[src/rtl/eoi_trk_pkg.sv]
package eoi_trk_pkg;
  // strobes from the control to the datapath, one operation per cycle
  typedef struct packed {
    logic clear;    // wipe map and count
    logic load;     // take a delivery
    logic setBit;   // restore sets one destination
    logic clrBit;   // acknowledge or restore clears one destination
    logic useRsto;  // index comes from the restore port
  } trkStrobe_t;
endpackage

[src/rtl/eoi_trk_ctrl.sv]
module eoi_trk_ctrl (
  input  logic                     clrTrack,
  input  logic                     dlvValid,
  input  logic                     eoiValid,
  input  logic                     rstoValid,
  input  logic                     rstoPending,
  input  logic                     cntZero,
  input  logic                     eoiHit,
  input  logic                     rstoBit,
  output eoi_trk_pkg::trkStrobe_t  st
);
  logic rstoTurn;
  logic eoiTurn;

  // fixed priority clear > delivery > restore > acknowledge
  assign rstoTurn = !clrTrack && !dlvValid && rstoValid;
  assign eoiTurn  = !clrTrack && !dlvValid && !rstoValid && eoiValid;

  always_comb begin
    st         = '0;
    st.clear   = clrTrack;
    st.load    = !clrTrack && dlvValid && cntZero;
    st.useRsto = rstoTurn;
    st.setBit  = rstoTurn && rstoPending && !rstoBit;
    st.clrBit  = (rstoTurn && !rstoPending && rstoBit) || (eoiTurn && eoiHit);
  end
endmodule

[src/rtl/eoi_trk_dp.sv]
module eoi_trk_dp #(
  parameter int NDEST = 16,
  parameter int VEC_W = 8,
  localparam int IDX_W = $clog2(NDEST),
  localparam int CNT_W = $clog2(NDEST + 1)
) (
  input  logic                     clk,
  input  logic                     rstN,
  input  eoi_trk_pkg::trkStrobe_t  st,
  input  logic [NDEST-1:0]         dlvMask,
  input  logic [VEC_W-1:0]         dlvVector,
  input  logic [IDX_W-1:0]         eoiDest,
  input  logic [VEC_W-1:0]         eoiVector,
  input  logic [IDX_W-1:0]         rstoDest,
  input  logic [VEC_W-1:0]         rstoVector,
  output logic                     eoiHit,
  output logic                     rstoBit,
  output logic                     cntZero,
  output logic [NDEST-1:0]         pendMap,
  output logic [CNT_W-1:0]         pendCnt
);
  logic [VEC_W-1:0] vecMem [NDEST];
  logic [IDX_W-1:0] opIdx;
  logic [NDEST-1:0] oneHot;
  logic [NDEST-1:0] mapAfterClr;

  assign opIdx       = st.useRsto ? rstoDest : eoiDest;
  assign oneHot      = NDEST'(1) << opIdx;
  assign mapAfterClr = pendMap & ~oneHot;

  assign eoiHit  = pendMap[eoiDest] && (vecMem[eoiDest] == eoiVector);
  assign rstoBit = pendMap[rstoDest];
  assign cntZero = (pendCnt == '0);

  always_ff @(posedge clk) begin
    if (!rstN) begin
      pendMap <= '0;
      pendCnt <= '0;
    end else if (st.clear) begin
      pendMap <= '0;
      pendCnt <= '0;
    end else if (st.load) begin
      pendMap <= dlvMask;
      pendCnt <= CNT_W'($countones(dlvMask));
    end else if (st.setBit) begin
      pendMap <= pendMap | oneHot;
      pendCnt <= pendCnt + CNT_W'(1);
    end else if (st.clrBit) begin
      pendMap <= mapAfterClr;
      // underflow guard: rebuild the count from the surviving bits
      if (pendCnt == '0) pendCnt <= CNT_W'($countones(mapAfterClr));
      else               pendCnt <= pendCnt - CNT_W'(1);
    end
  end

  for (genvar i = 0; i < NDEST; i++) begin : g_vec
    always_ff @(posedge clk) begin
      if (!rstN)                                   vecMem[i] <= '0;
      else if (st.clear)                           vecMem[i] <= vecMem[i];
      else if (st.load && dlvMask[i])              vecMem[i] <= dlvVector;
      else if (st.setBit && opIdx == IDX_W'(i))    vecMem[i] <= rstoVector;
    end
  end
endmodule

[src/rtl/eoi_trk.sv]
module eoi_trk #(
  parameter int NDEST = 16,
  parameter int VEC_W = 8,
  localparam int IDX_W = $clog2(NDEST),
  localparam int CNT_W = $clog2(NDEST + 1)
) (
  input  logic              clk,
  input  logic              rstN,
  input  logic              clrTrack,
  input  logic              dlvValid,
  input  logic [NDEST-1:0]  dlvMask,
  input  logic [VEC_W-1:0]  dlvVector,
  input  logic              eoiValid,
  input  logic [IDX_W-1:0]  eoiDest,
  input  logic [VEC_W-1:0]  eoiVector,
  input  logic              rstoValid,
  input  logic [IDX_W-1:0]  rstoDest,
  input  logic              rstoPending,
  input  logic [VEC_W-1:0]  rstoVector,
  output logic              coalesced
);
  eoi_trk_pkg::trkStrobe_t st;
  logic             eoiHit;
  logic             rstoBit;
  logic             cntZero;
  logic [NDEST-1:0] pendMap;
  logic [CNT_W-1:0] pendCnt;

  eoi_trk_ctrl u_ctrl (
    .clrTrack   (clrTrack),
    .dlvValid   (dlvValid),
    .eoiValid   (eoiValid),
    .rstoValid  (rstoValid),
    .rstoPending(rstoPending),
    .cntZero    (cntZero),
    .eoiHit     (eoiHit),
    .rstoBit    (rstoBit),
    .st         (st)
  );

  eoi_trk_dp #(.NDEST(NDEST), .VEC_W(VEC_W)) u_dp (
    .clk       (clk),
    .rstN      (rstN),
    .st        (st),
    .dlvMask   (dlvMask),
    .dlvVector (dlvVector),
    .eoiDest   (eoiDest),
    .eoiVector (eoiVector),
    .rstoDest  (rstoDest),
    .rstoVector(rstoVector),
    .eoiHit    (eoiHit),
    .rstoBit   (rstoBit),
    .cntZero   (cntZero),
    .pendMap   (pendMap),
    .pendCnt   (pendCnt)
  );

  // flag follows the count
  assign coalesced = !cntZero;
endmodule

[config.mk]
export PLATFORM = sky130hd
export DESIGN_NAME = eoi_trk
export DESIGN_NICKNAME = d
export VERILOG_FILES = /design/src/rtl/eoi_trk_pkg.sv /design/src/rtl/eoi_trk_ctrl.sv /design/src/rtl/eoi_trk_dp.sv /design/src/rtl/eoi_trk.sv
export SDC_FILE = /design/constraint.sdc
export NUM_CORES = 1
export LEC_CHECK = 0
export BUFFER_PORTS_ARGS = -buffer_cell sky130_fd_sc_hd__buf_2
export CAP_MARGIN = 10
export CORE_UTILIZATION = 53
export DETAILED_ROUTE_END_ITERATION = 8
export PLACE_DENSITY = 0.73
export SETUP_SLACK_MARGIN = 0.2
export SLEW_MARGIN = 0
export SYNTH_ARGS = -nofsm -noshare
export SYNTH_HDL_FRONTEND = slang
export SYNTH_SLANG_ARGS = --single-unit
[constraint.sdc]
create_clock -name clk -period 6.2 [get_ports clk]
set_input_delay 0.93 -clock clk [delete_from_list [all_inputs] [get_ports clk]]
set_output_delay 0.93 -clock clk [all_outputs]
set_load 0.02 [all_outputs]
==> impl_metrics.ini, run 1 <==
[outcome]
outcome = finished with violations
violations = design-rule violations

[synth]
syn_nets = 934
ys_async_sr_fraction = 0
avgSynthCellArea_um2 = 11.9
ys_seq_area_frac = 0.432
synthFlopType = edfxtp_1
synth.area.top_cells = edfxtp_1 (39%), a32o_1 (15%), fa_1 (4.5%)
synth_top_area_share = 0.389
syn_inst = 829
ys_warn_count = 0
synth_edf_count = 128
synth-seq-cells = 149
synth_area_um2 = 9880
synth_cell_types = 62
yosysTopAreaCell = edfxtp_1

[timing]
setup_viol_count_final = 0
final_max_slew_viol_count = 0
rsz0062_at_grt = no
fin_crit_sh = 0.910
layout_min_cycle_time_ns = 5.64
fmax_mhz = 177
fin_tns_setup_ns = 0
skew_ns = 0.00912
finalHoldViolations = 0
tightest_slew_ns = 1.09
worst_slew_margin_rel = 0.267

[pwr]
p_int_mw = 1.97
switching_share = 0.306
comb_power_share = 0.216
p_per_area_nw_per_um2 = 265
leakage_nw = 4.07
ir_worst_vdd_uv = 209
power_frac_clock = 0.360
seq_power_share = 0.425
switchingPower_mw = 0.866

[global_route]
grt_pass1_vias = 7462
grt_max_degree = 80
grt_overflow = 0
grt_pass1_wl_um = 43600
track_usage = 0.303
antenna_found_initial = 1

[worst_setup_path]
critPathArrivalTime_ns = 5.99
cp_top_family = adder cells
path_max_fanout = 7
path_class = input pin to register
r2r_slack_ns = 1.62
start_kind = input pin
max_stage_delay_ns = 0.56
crit_chain = buf_2 > nor2_1 > nand2_1 > a21oi_1 > nor2_1 > nor2b_1 > ha_1 > inv_1 > fa_1 > inv_1 > fa_1 > fa_1 > fa_1 > ha_1 > inv_1 > fa_1 > a21boi_0 > mux2i_1 > nor3_1 > a211oi_1 > a211oi_1
slowest_stage = fa_1
ff2ff_path_depth = 16
r2r_end = u_dp.pendCnt[2]
cpMostUsedCell = fa_1
crit_required_ns = 6.55
path_buf_inv = 4
crit_path_end_kind = register

[clocking]
clock_path_buffers = 2
cts_buffers = 17
clk_pin_slew_ns = 0.07
clkSinkCount = 149
htreeDepth = 4
cts-root-buf = clkbuf_16
cts_tree = yes
postCtsHoldBufs = 0
clk_latency_ns = 0.44

[die]
ios = 56
die_h_um = 139
die_area_um2 = 19200
die_w_um = 139
coreArea_um2 = 18100
initial_core_util = 0.546
row_count = 49

[routing]
drt_iter0_drc = 1099
firstDrtPassIters = 8
ant_nets = 0
drt-vias-per-instance = 7.31
vias = 7731
drc = 8
wire_per_inst_um = 26.9
routed_wl_um = 28400

[finish]
layout_common_cells = a32o_1 (144), edfxtp_1 (128), buf_2 (55)
finalNetCount = 920
fin_util = 0.591
syn_to_final_growth_pct = 8.29
n_antenna_cell = 0
drive_gt1_frac = 0.167
final_common_cell = a32o_1

[flow_run]
drv_cap = 0

[placement]
portBuffers = 55
gp_congestion = 0.939
dp_hpwl_um = 19700

[worst_hold_path]
hold_depth = 1
hold_path_class = register to register
-- metrics by stage --
stage / hold WS [ns] / area (µm²) / cells / setup WS [ns] / total power, mW
floorplan: 0.492 / 9880 / 829 / 0.366 / 1.65
global placement: 0.524 / 10100 / 1024 / 0.252 / 1.80
detailed placement: 0.527 / 10100 / 1025 / 0.0825 / 1.82
CTS: 0.541 / 10700 / 1057 / 0.518 / 2.83
global route: 0.572 / 10700 / 1057 / 0.233 / 2.94
finish: 0.544 / 10700 / 1057 / 0.560 / 2.84
-- per-layer routing --
metal  wire, µm  vias to the layer above  global-route usage  share of wire
li1           -                     3279                   -              -
met5         13                        -                   0        0.00046
met1      11100                     3872               0.405           0.39
met2      13500                      516               0.481           0.47
met3       3110                       62              0.0682           0.11
met4        714                        2               0.124          0.025
-- cell families after synthesis --
group,count (synthesis),synth area share
AO/OA/AOI/OAI,224,0.199
XOR/XNOR,30,0.0266
adder cells (fa/ha/maj),50,0.0801
buffers and inverters,154,0.0647
flip-flops,149,0.432
multiplexers,70,0.108
AND/OR/NAND/NOR,152,0.0892
-- power groups by stage --
stage / sequential (mW) / clock (mW) / combinational [mW]
6_report: 1.20 / 1.02 / 0.611
5_1_grt: 1.21 / 1.06 / 0.672
4_1_cts: 1.20 / 1.02 / 0.607
3_5_place_dp: 1.22 / 0 / 0.600
3_3_place_gp: 1.22 / 0 / 0.583
2_1_floorplan: 1.21 / 0 / 0.440
-- worst max-delay path by stage --
stage,slack (ns),cells after the start,end,from
final,0.56,21,u_dp.pendCnt[2],clrTrack
after global routing,0.23,22,u_dp.pendCnt[2],clrTrack
after CTS,0.52,23,u_dp.pendCnt[2],clrTrack
after detailed placement,0.08,23,u_dp.pendCnt[2],clrTrack
after global placement,0.25,23,u_dp.pendCnt[2],clrTrack
after floorplan,0.37,20,u_dp.pendCnt[2],eoiDest[2]
-- Yosys cell counts, types with 4 or more instances --
master    count
a211oi_1      4
nand2b_1      4
fa_1         22
buf_6         4
nand3_1       8
mux2i_1      37
dfxtp_1      21
mux4_1        9
nand3b_1     17
and2_1        4
ha_1         28
clkbuf_1     77
nor2_1       27
nor2b_1      18
xnor2_1      16
o21ai_0      20
inv_1        47
buf_2         8
nand2_1      28
mux2_2        7
buf_1        15
a21oi_1      11
a32o_1      144
nor3_1        5
xor2_1       14
and3_1       13
o31ai_1      14
mux4_2       17
nor3b_1       4
a31oi_1       7
edfxtp_1    128
o211ai_1      6
a21o_1        4
-- final cells by class --
type	count	area, µm²
Tap cell	229	287
Fill cell	1458	7390
Timing Repair Buffer	74	422
Clock inverter	15	144
Clock buffer	17	425
Sequential cell	149	4260
Inverter	47	176
Multi-Input combinational cell	526	4980
-- repair_timing --
action,CTS,global route
setup buffers,0,0
resized for setup,0,1
endpoints found under the setup margin,0,1
-- worst register-to-register path: stages, from the launching register on --
cell,delay (ns)
dfxtp_1,0.43
nor2b_1,0.21
ha_1,0.17
inv_1,0.05
fa_1,0.54
inv_1,0.07
fa_1,0.52
fa_1,0.53
fa_1,0.56
ha_1,0.17
inv_1,0.06
fa_1,0.43
a21boi_0,0.18
mux2i_1,0.10
nor3_1,0.16
a211oi_1,0.07
a211oi_1,0.25
Note: power is estimated with default switching activity, not from simulation.
==> inputs of run 2 (changes only) <==
Settings changed: ABC_AREA set to 1, GPL_ROUTABILITY_DRIVEN set to 0.
==> run 2 against run 1 <==
  * The run now ends clean
  * Clock skew increased by 0.0034 ns
  * Maximum frequency increased by 0.16%
  * Combinational power is 13% lower
  * Die area shrank 2.7%
  * Hold slack got worse by 0.056 ns
  * Count of clock-buffer cells in the layout is 3 higher
  * First-iteration DRC count increased by 4.7%
  * Cell count grew 37%
  * Total power shrank 1.1%
  * Critical endpoint is now u_dp.pendCnt[3]
  * Largest power group unchanged
==> impl_metrics.ini, run 2 <==
[outcome]
outcome = complete, no violations

[synth]
ys_seq_area_frac = 0.444
synth_top_area_share = 0.400
synth_cell_types = 33
synth_area_um2 = 9600
avgSynthCellArea_um2 = 8.06
synthFlopType = edfxtp_1
synth_edf_count = 128
syn_nets = 1297
synth_most_common_cell = nand2_1
synth_common_cells = nand2_1 (221), nor2_1 (175), inv_1 (159)
synth-seq-cells = 149
ys_warn_count = 0
yosysTopAreaCell = edfxtp_1
syn_inst = 1192
synth.area.top_cells = edfxtp_1 (40%), nand2_1 (8.6%), o22ai_1 (8.1%)
ys_async_sr_fraction = 0

[finish]
finalNetCount = 1317
syn_to_final_growth_pct = 9.72
fin_util = 0.603
drive_gt1_frac = 0.0882
final_common_cell = nand2_1
layout_common_cells = nand2_1 (220), nor2_1 (174), inv_1 (159)
fill_cells = 1518

[timing]
tightest_slew_ns = 0.976
final_max_slew_viol_count = 0
worst_slew_margin_rel = 0.348
fin_tns_setup_ns = 0
rsz0062_at_grt = no
setup_viol_count_final = 0
fin_crit_sh = 0.908
layout_min_cycle_time_ns = 5.63
finalHoldViolations = 0
fmax_mhz = 178
final.setup.worst_slack_ns = 0.569
skew_ns = 0.0125

[pwr]
ir_worst_vdd_uv = 194
leakage_nw = 4.51
p_per_area_nw_per_um2 = 266

[worst_setup_path]
path_class = input pin to register
path_max_fanout = 9
critPathArrivalTime_ns = 5.97
crit_path_end_kind = register
start_kind = input pin
crit_required_ns = 6.54

[global_route]
antenna_found_initial = 1
grt_pass1_vias = 8358
track_usage = 0.321
grt_pass1_wl_um = 44600
grt_overflow = 0
grt_max_degree = 51

[clocking]
cts_setup_buffers = 0
clkSinkCount = 149
clock_path_buffers = 2
clk_latency_ns = 0.44
htreeDepth = 4
cts-root-buf = clkbuf_16
cts_buffers = 17
clk_pin_slew_ns = 0.06
cts_tree = yes

[die]
die_area_um2 = 18700
row_count = 48
initial_core_util = 0.549
ios = 56
die_w_um = 137
die_h_um = 137
coreArea_um2 = 17500

[routing]
ant_nets = 0
routed_wl_um = 28600
highest_layer = met4
vias = 8930
met2_length_um = 13500
drc = 0
wl_met3_um = 2980
drt-vias-per-instance = 6.15
firstDrtPassIters = 6
met1_length_um = 10900
drt_iter0_drc = 1151
wire_per_inst_um = 19.7

[flow_run]
drv_cap = 0

[placement]
dp_hpwl_um = 19400
dp_worst_setup_slack_ns = 0.00370
portBuffers = 55

[worst_hold_path]
hold_path_class = register to register
-- run 2: changes by cell type after synthesis, moves of 14 or more --
cell / change
nor2b_1: -18
mux4_2: -17
nand3b_1: -15
o21ai_0: +25
a32o_1: -144
nand2_1: +193
o21ai_1: +15
o31ai_1: -14
nor2_1: +148
inv_1: +112
mux2i_1: -36
clkbuf_1: -44
nand3_1: +105
o22ai_1: +122
-- run 2: logic make-up after synthesis --
| family | count (synthesis) | synth area share |
|---|---|---|
| flops | 149 | 0.444 |
| fa+ha+maj | 50 | 0.0823 |
| mux | 1 | 0.00104 |
| simple gates | 527 | 0.227 |
| buf+inv | 228 | 0.0973 |
| compound gates | 230 | 0.141 |
| xor+xnor | 7 | 0.00638 |
-- run 2: timing repair --
item	CTS	global route
endpoints found under the hold margin	0	0
gates resized for setup	0	6
setup endpoints to repair	0	2
hold buffers	0	0
-- run 2: metal layers --
layer,track usage,up-vias
li1,-,4093
met1,0.407,4149
met2,0.520,578
met3,0.0719,110
met4,0.149,0
met5,0,-
-- run 2: final timing paths --
check | startpoint | to | slack (ns) | cells after the start
max reg2reg | register | u_dp.pendCnt[3] | 1.80 | 19
max | clrTrack | u_dp.pendCnt[3] | 0.57 | 26
min reg2reg | register | register | 0.49 | 2
min | register | register | 0.49 | 2
-- run 2: report_power, final --
| part | leakage, nW | total (mW) | switching, mW | internal, mW |
|---|---|---|---|---|
| Combinational | 2.71 | 0.529 | 0.357 | 0.172 |
| Sequential | 1.51 | 1.17 | 0.0188 | 1.15 |
| Clock | 0.291 | 1.11 | 0.432 | 0.674 |
| Total | 4.51 | 2.80 | 0.808 | 2.00 |
-- run 2: per-stage QoR --
stage	instance area (µm²)	power (mW)	std cells	hold slack (ns)
global route	10500	2.89	1451	0.532
global placement	9910	1.69	1418	0.466
CTS	10500	2.78	1450	0.490
detailed placement	9910	1.71	1418	0.474
floorplan	9600	1.55	1192	0.452
finish	10500	2.80	1451	0.487
-- run 2: final cells by class --
class,count,area (µm²),area share
Sequential cell,149,4260,0.405
Antenna cell,1,2.50,0.000238
Multi-Input combinational cell,815,4410,0.419
Clock buffer,20,437,0.0414
Inverter,165,619,0.0588
Tap cell,225,282,0.0267
Timing Repair Buffer,64,343,0.0325
Clock inverter,12,176,0.0167
-- run 2: worst max-delay path, cell delays in order --
cell,delay [ns]
buf_2,0.12
nor2_1,0.20
nand2_2,0.20
o21ai_1,0.27
inv_1,0.10
nor2_1,0.11
inv_1,0.08
nor2_1,0.14
nor2_1,0.06
ha_1,0.27
inv_1,0.05
fa_1,0.54
inv_1,0.06
fa_1,0.46
fa_1,0.50
fa_1,0.57
ha_1,0.17
inv_1,0.05
fa_1,0.37
xnor2_1,0.14
mux2i_1,0.13
nand2_1,0.06
nand3_1,0.10
o21ai_0,0.11
nor2_1,0.13
nor2_1,0.05
==> inputs of run 3 (changes only) <==
Settings changed: CAP_MARGIN 10 to 25, PLACE_DENSITY 0.73 to 0.81.
Clock period 6.2 ns to 5 ns, I/O delays scaled along.
==> run 3 against run 2 <==
  * The flow now finishes with violations (negative setup slack)
  * Design area grew 3.2%
  * Total power grew 21%
  * Largest power group unchanged
  * Routed wire length grew 1.2%
  * Clock power grew 11%
  * Sequential share of layout area shrank 1.3 points
  * Cell count grew 2.1%
  * Non-clock buffer count grew 32
  * Core utilization grew 1.9 points
  * Critical path depth shrank 2
  * Sequential cell count is the same
==> impl_metrics.ini, run 3 (synthesis gave the netlist of run 2 again) <==
[clocking]
cts_buffers = 17
cts-root-buf = clkbuf_16
cts_tree = yes
clkSinkCount = 149
clk_pin_slew_ns = 0.06
clk_latency_ns = 0.43
clock_path_buffers = 2
htreeDepth = 4

[finish]
finalNetCount = 1350
n_antenna_cell = 0
drive_gt1_frac = 0.142
syn_to_final_growth_pct = 13.2
stdcell_area_um2 = 10900
final_common_cell = nand2_1
layout_common_cells = nand2_1 (217), nor2_1 (159), inv_1 (145)

[timing]
fin_tns_setup_ns = -0.0472
final_max_slew_viol_count = 0
fmax_mhz = 199
rsz0062_at_grt = yes
layout_min_cycle_time_ns = 5.03
tightest_slew_ns = 0.960
worst_slew_margin_rel = 0.358
setup_viol_count_final = 2
final.setup.worst_slack_ns = -0.0278
finalHoldViolations = 0
skew_ns = 0.00522
fin_crit_sh = 1.01

[pwr]
leakage_nw = 4.66
ir_worst_vdd_uv = 224
seq_power_share = 0.429
switchingPower_mw = 0.994
p_int_mw = 2.39
switching_share = 0.294
power_frac_clock = 0.364
comb_power_share = 0.207
p_per_area_nw_per_um2 = 311

[global_route]
track_usage = 0.321
grt_pass1_wl_um = 44900
grt_max_degree = 83
grt_overflow = 0
grt_pass1_vias = 8566
antenna_found_initial = 0

[worst_setup_path]
critPathArrivalTime_ns = 5.35
r2r_end = u_dp.pendCnt[2]
cp_top_family = adder cells
r2r_slack_ns = 0.79
start_kind = input pin
cpMostUsedCell = nor2_1
path_class = input pin to register
max_stage_delay_ns = 0.57
ff2ff_path_depth = 19
path_buf_inv = 4
crit_chain = buf_6 > nor2_4 > nand2_4 > o21ai_4 > inv_1 > nor2_1 > inv_1 > nor2_1 > nor2_1 > ha_1 > fa_1 > fa_2 > fa_1 > fa_2 > ha_4 > inv_2 > fa_2 > a21oi_1 > nand2_1 > o21ai_1 > nand2_1 > nand2_1 > nor2_1 > nor2_1
slowest_stage = fa_2
crit_required_ns = 5.33
critPathLaunch = dlvValid
crit_path_end_kind = register
path_max_fanout = 4

[die]
coreArea_um2 = 17500
row_count = 48
ios = 56
die_h_um = 137
die_w_um = 137
die_area_um2 = 18700
initial_core_util = 0.549

[placement]
dp_hpwl_um = 19800
dpl-instance-area_um2 = 10200
portBuffers = 55

[flow_run]
drv_cap = 0

[routing]
drt_iter0_drc = 1365
wire_per_inst_um = 19.5
drt-vias-per-instance = 6.25
vias = 9261
routed_wl_um = 28900
ant_nets = 0
drc = 0
firstDrtPassIters = 6

[worst_hold_path]
hold_depth = 2
hold_path_class = register to register

[outcome]
outcome = finished with violations
violations = negative setup slack
==> run 3: cell count changes in the layout (fill, tap and decap cells not counted), moves of 11 or more <==
cell,delta
nor2_2,+11
buf_4,+32
inv_1,-14
nor2_1,-15
inv_2,+13
==> run 3: timing repair <==
item / CTS / global route
hold buffers: 0 / 0
resized for setup: 23 / 19
gates cloned: 1 / 0
buffers inserted: 1 / 2
pin swaps: 14 / 9
endpoints found under the setup margin: 2 / 4
==> run 3: worst register-to-register path: stages, from the launching register on <==
cell,delay (ns)
dfxtp_1,0.41
inv_1,0.07
nor2_1,0.11
ha_1,0.15
inv_1,0.06
fa_1,0.54
inv_1,0.06
fa_1,0.55
fa_1,0.43
fa_2,0.57
ha_4,0.14
inv_2,0.04
fa_2,0.50
a21oi_1,0.06
nand2_1,0.06
o21ai_1,0.08
nand2_1,0.09
nand2_1,0.05
nor2_1,0.09
nor2_1,0.05
==> run 3: how the worst max path moves through the flow <==
stage	to	slack, ns	depth (start not counted)
after floorplan	u_dp.pendCnt[2]	0.09	25
after global placement	u_dp.pendCnt[2]	-0.26	26
after detailed placement	u_dp.pendCnt[2]	-0.36	24
after CTS	u_dp.pendCnt[3]	0.12	26
after global routing	u_dp.pendCnt[2]	-0.24	26
final	u_dp.pendCnt[2]	-0.03	24
==> run 3: power by group through the flow <==
| stage | logic [mW] | clock network (mW) | registers [mW] |
|---|---|---|---|
| after floorplan | 0.469 | 0 | 1.47 |
| after global placement | 0.638 | 0 | 1.47 |
| after detailed placement | 0.661 | 0 | 1.48 |
| after CTS | 0.677 | 1.22 | 1.45 |
| after global routing | 0.767 | 1.27 | 1.46 |
| final | 0.698 | 1.23 | 1.45 |
==> run 3: final cells by class <==
cell class	instances	area (µm²)
clock buffers	20	437
clock inverters	11	111
fillers	1420	6600
inverters	165	623
multi-input cells	816	4560
flip-flops and latches	149	4260
well taps	225	282
repair buffers	96	596
==> run 3: per-layer routing <==
| metal | wire [µm] | GRT usage | up-vias |
|---|---|---|---|
| li1 | - | - | 4169 |
| met3 | 3440 | 0.0593 | 107 |
| met4 | 1130 | 0.148 | 0 |
| met5 | 0 | 0 | - |
| met1 | 10700 | 0.424 | 4260 |
| met2 | 13600 | 0.512 | 725 |
==> run 3: through the flow <==
stage	hold slack [ns]	worst slack, ns	utilization	power, mW	std cells
2_1_floorplan	0.452	0.0943	-	1.94	1192
3_3_place_gp	0.464	-0.262	0.582	2.11	1447
3_5_place_dp	0.472	-0.362	0.582	2.14	1447
4_1_cts	0.488	0.117	0.618	3.34	1480
5_1_grt	0.542	-0.238	0.622	3.49	1482
6_report	0.485	-0.0278	0.622	3.38	1482
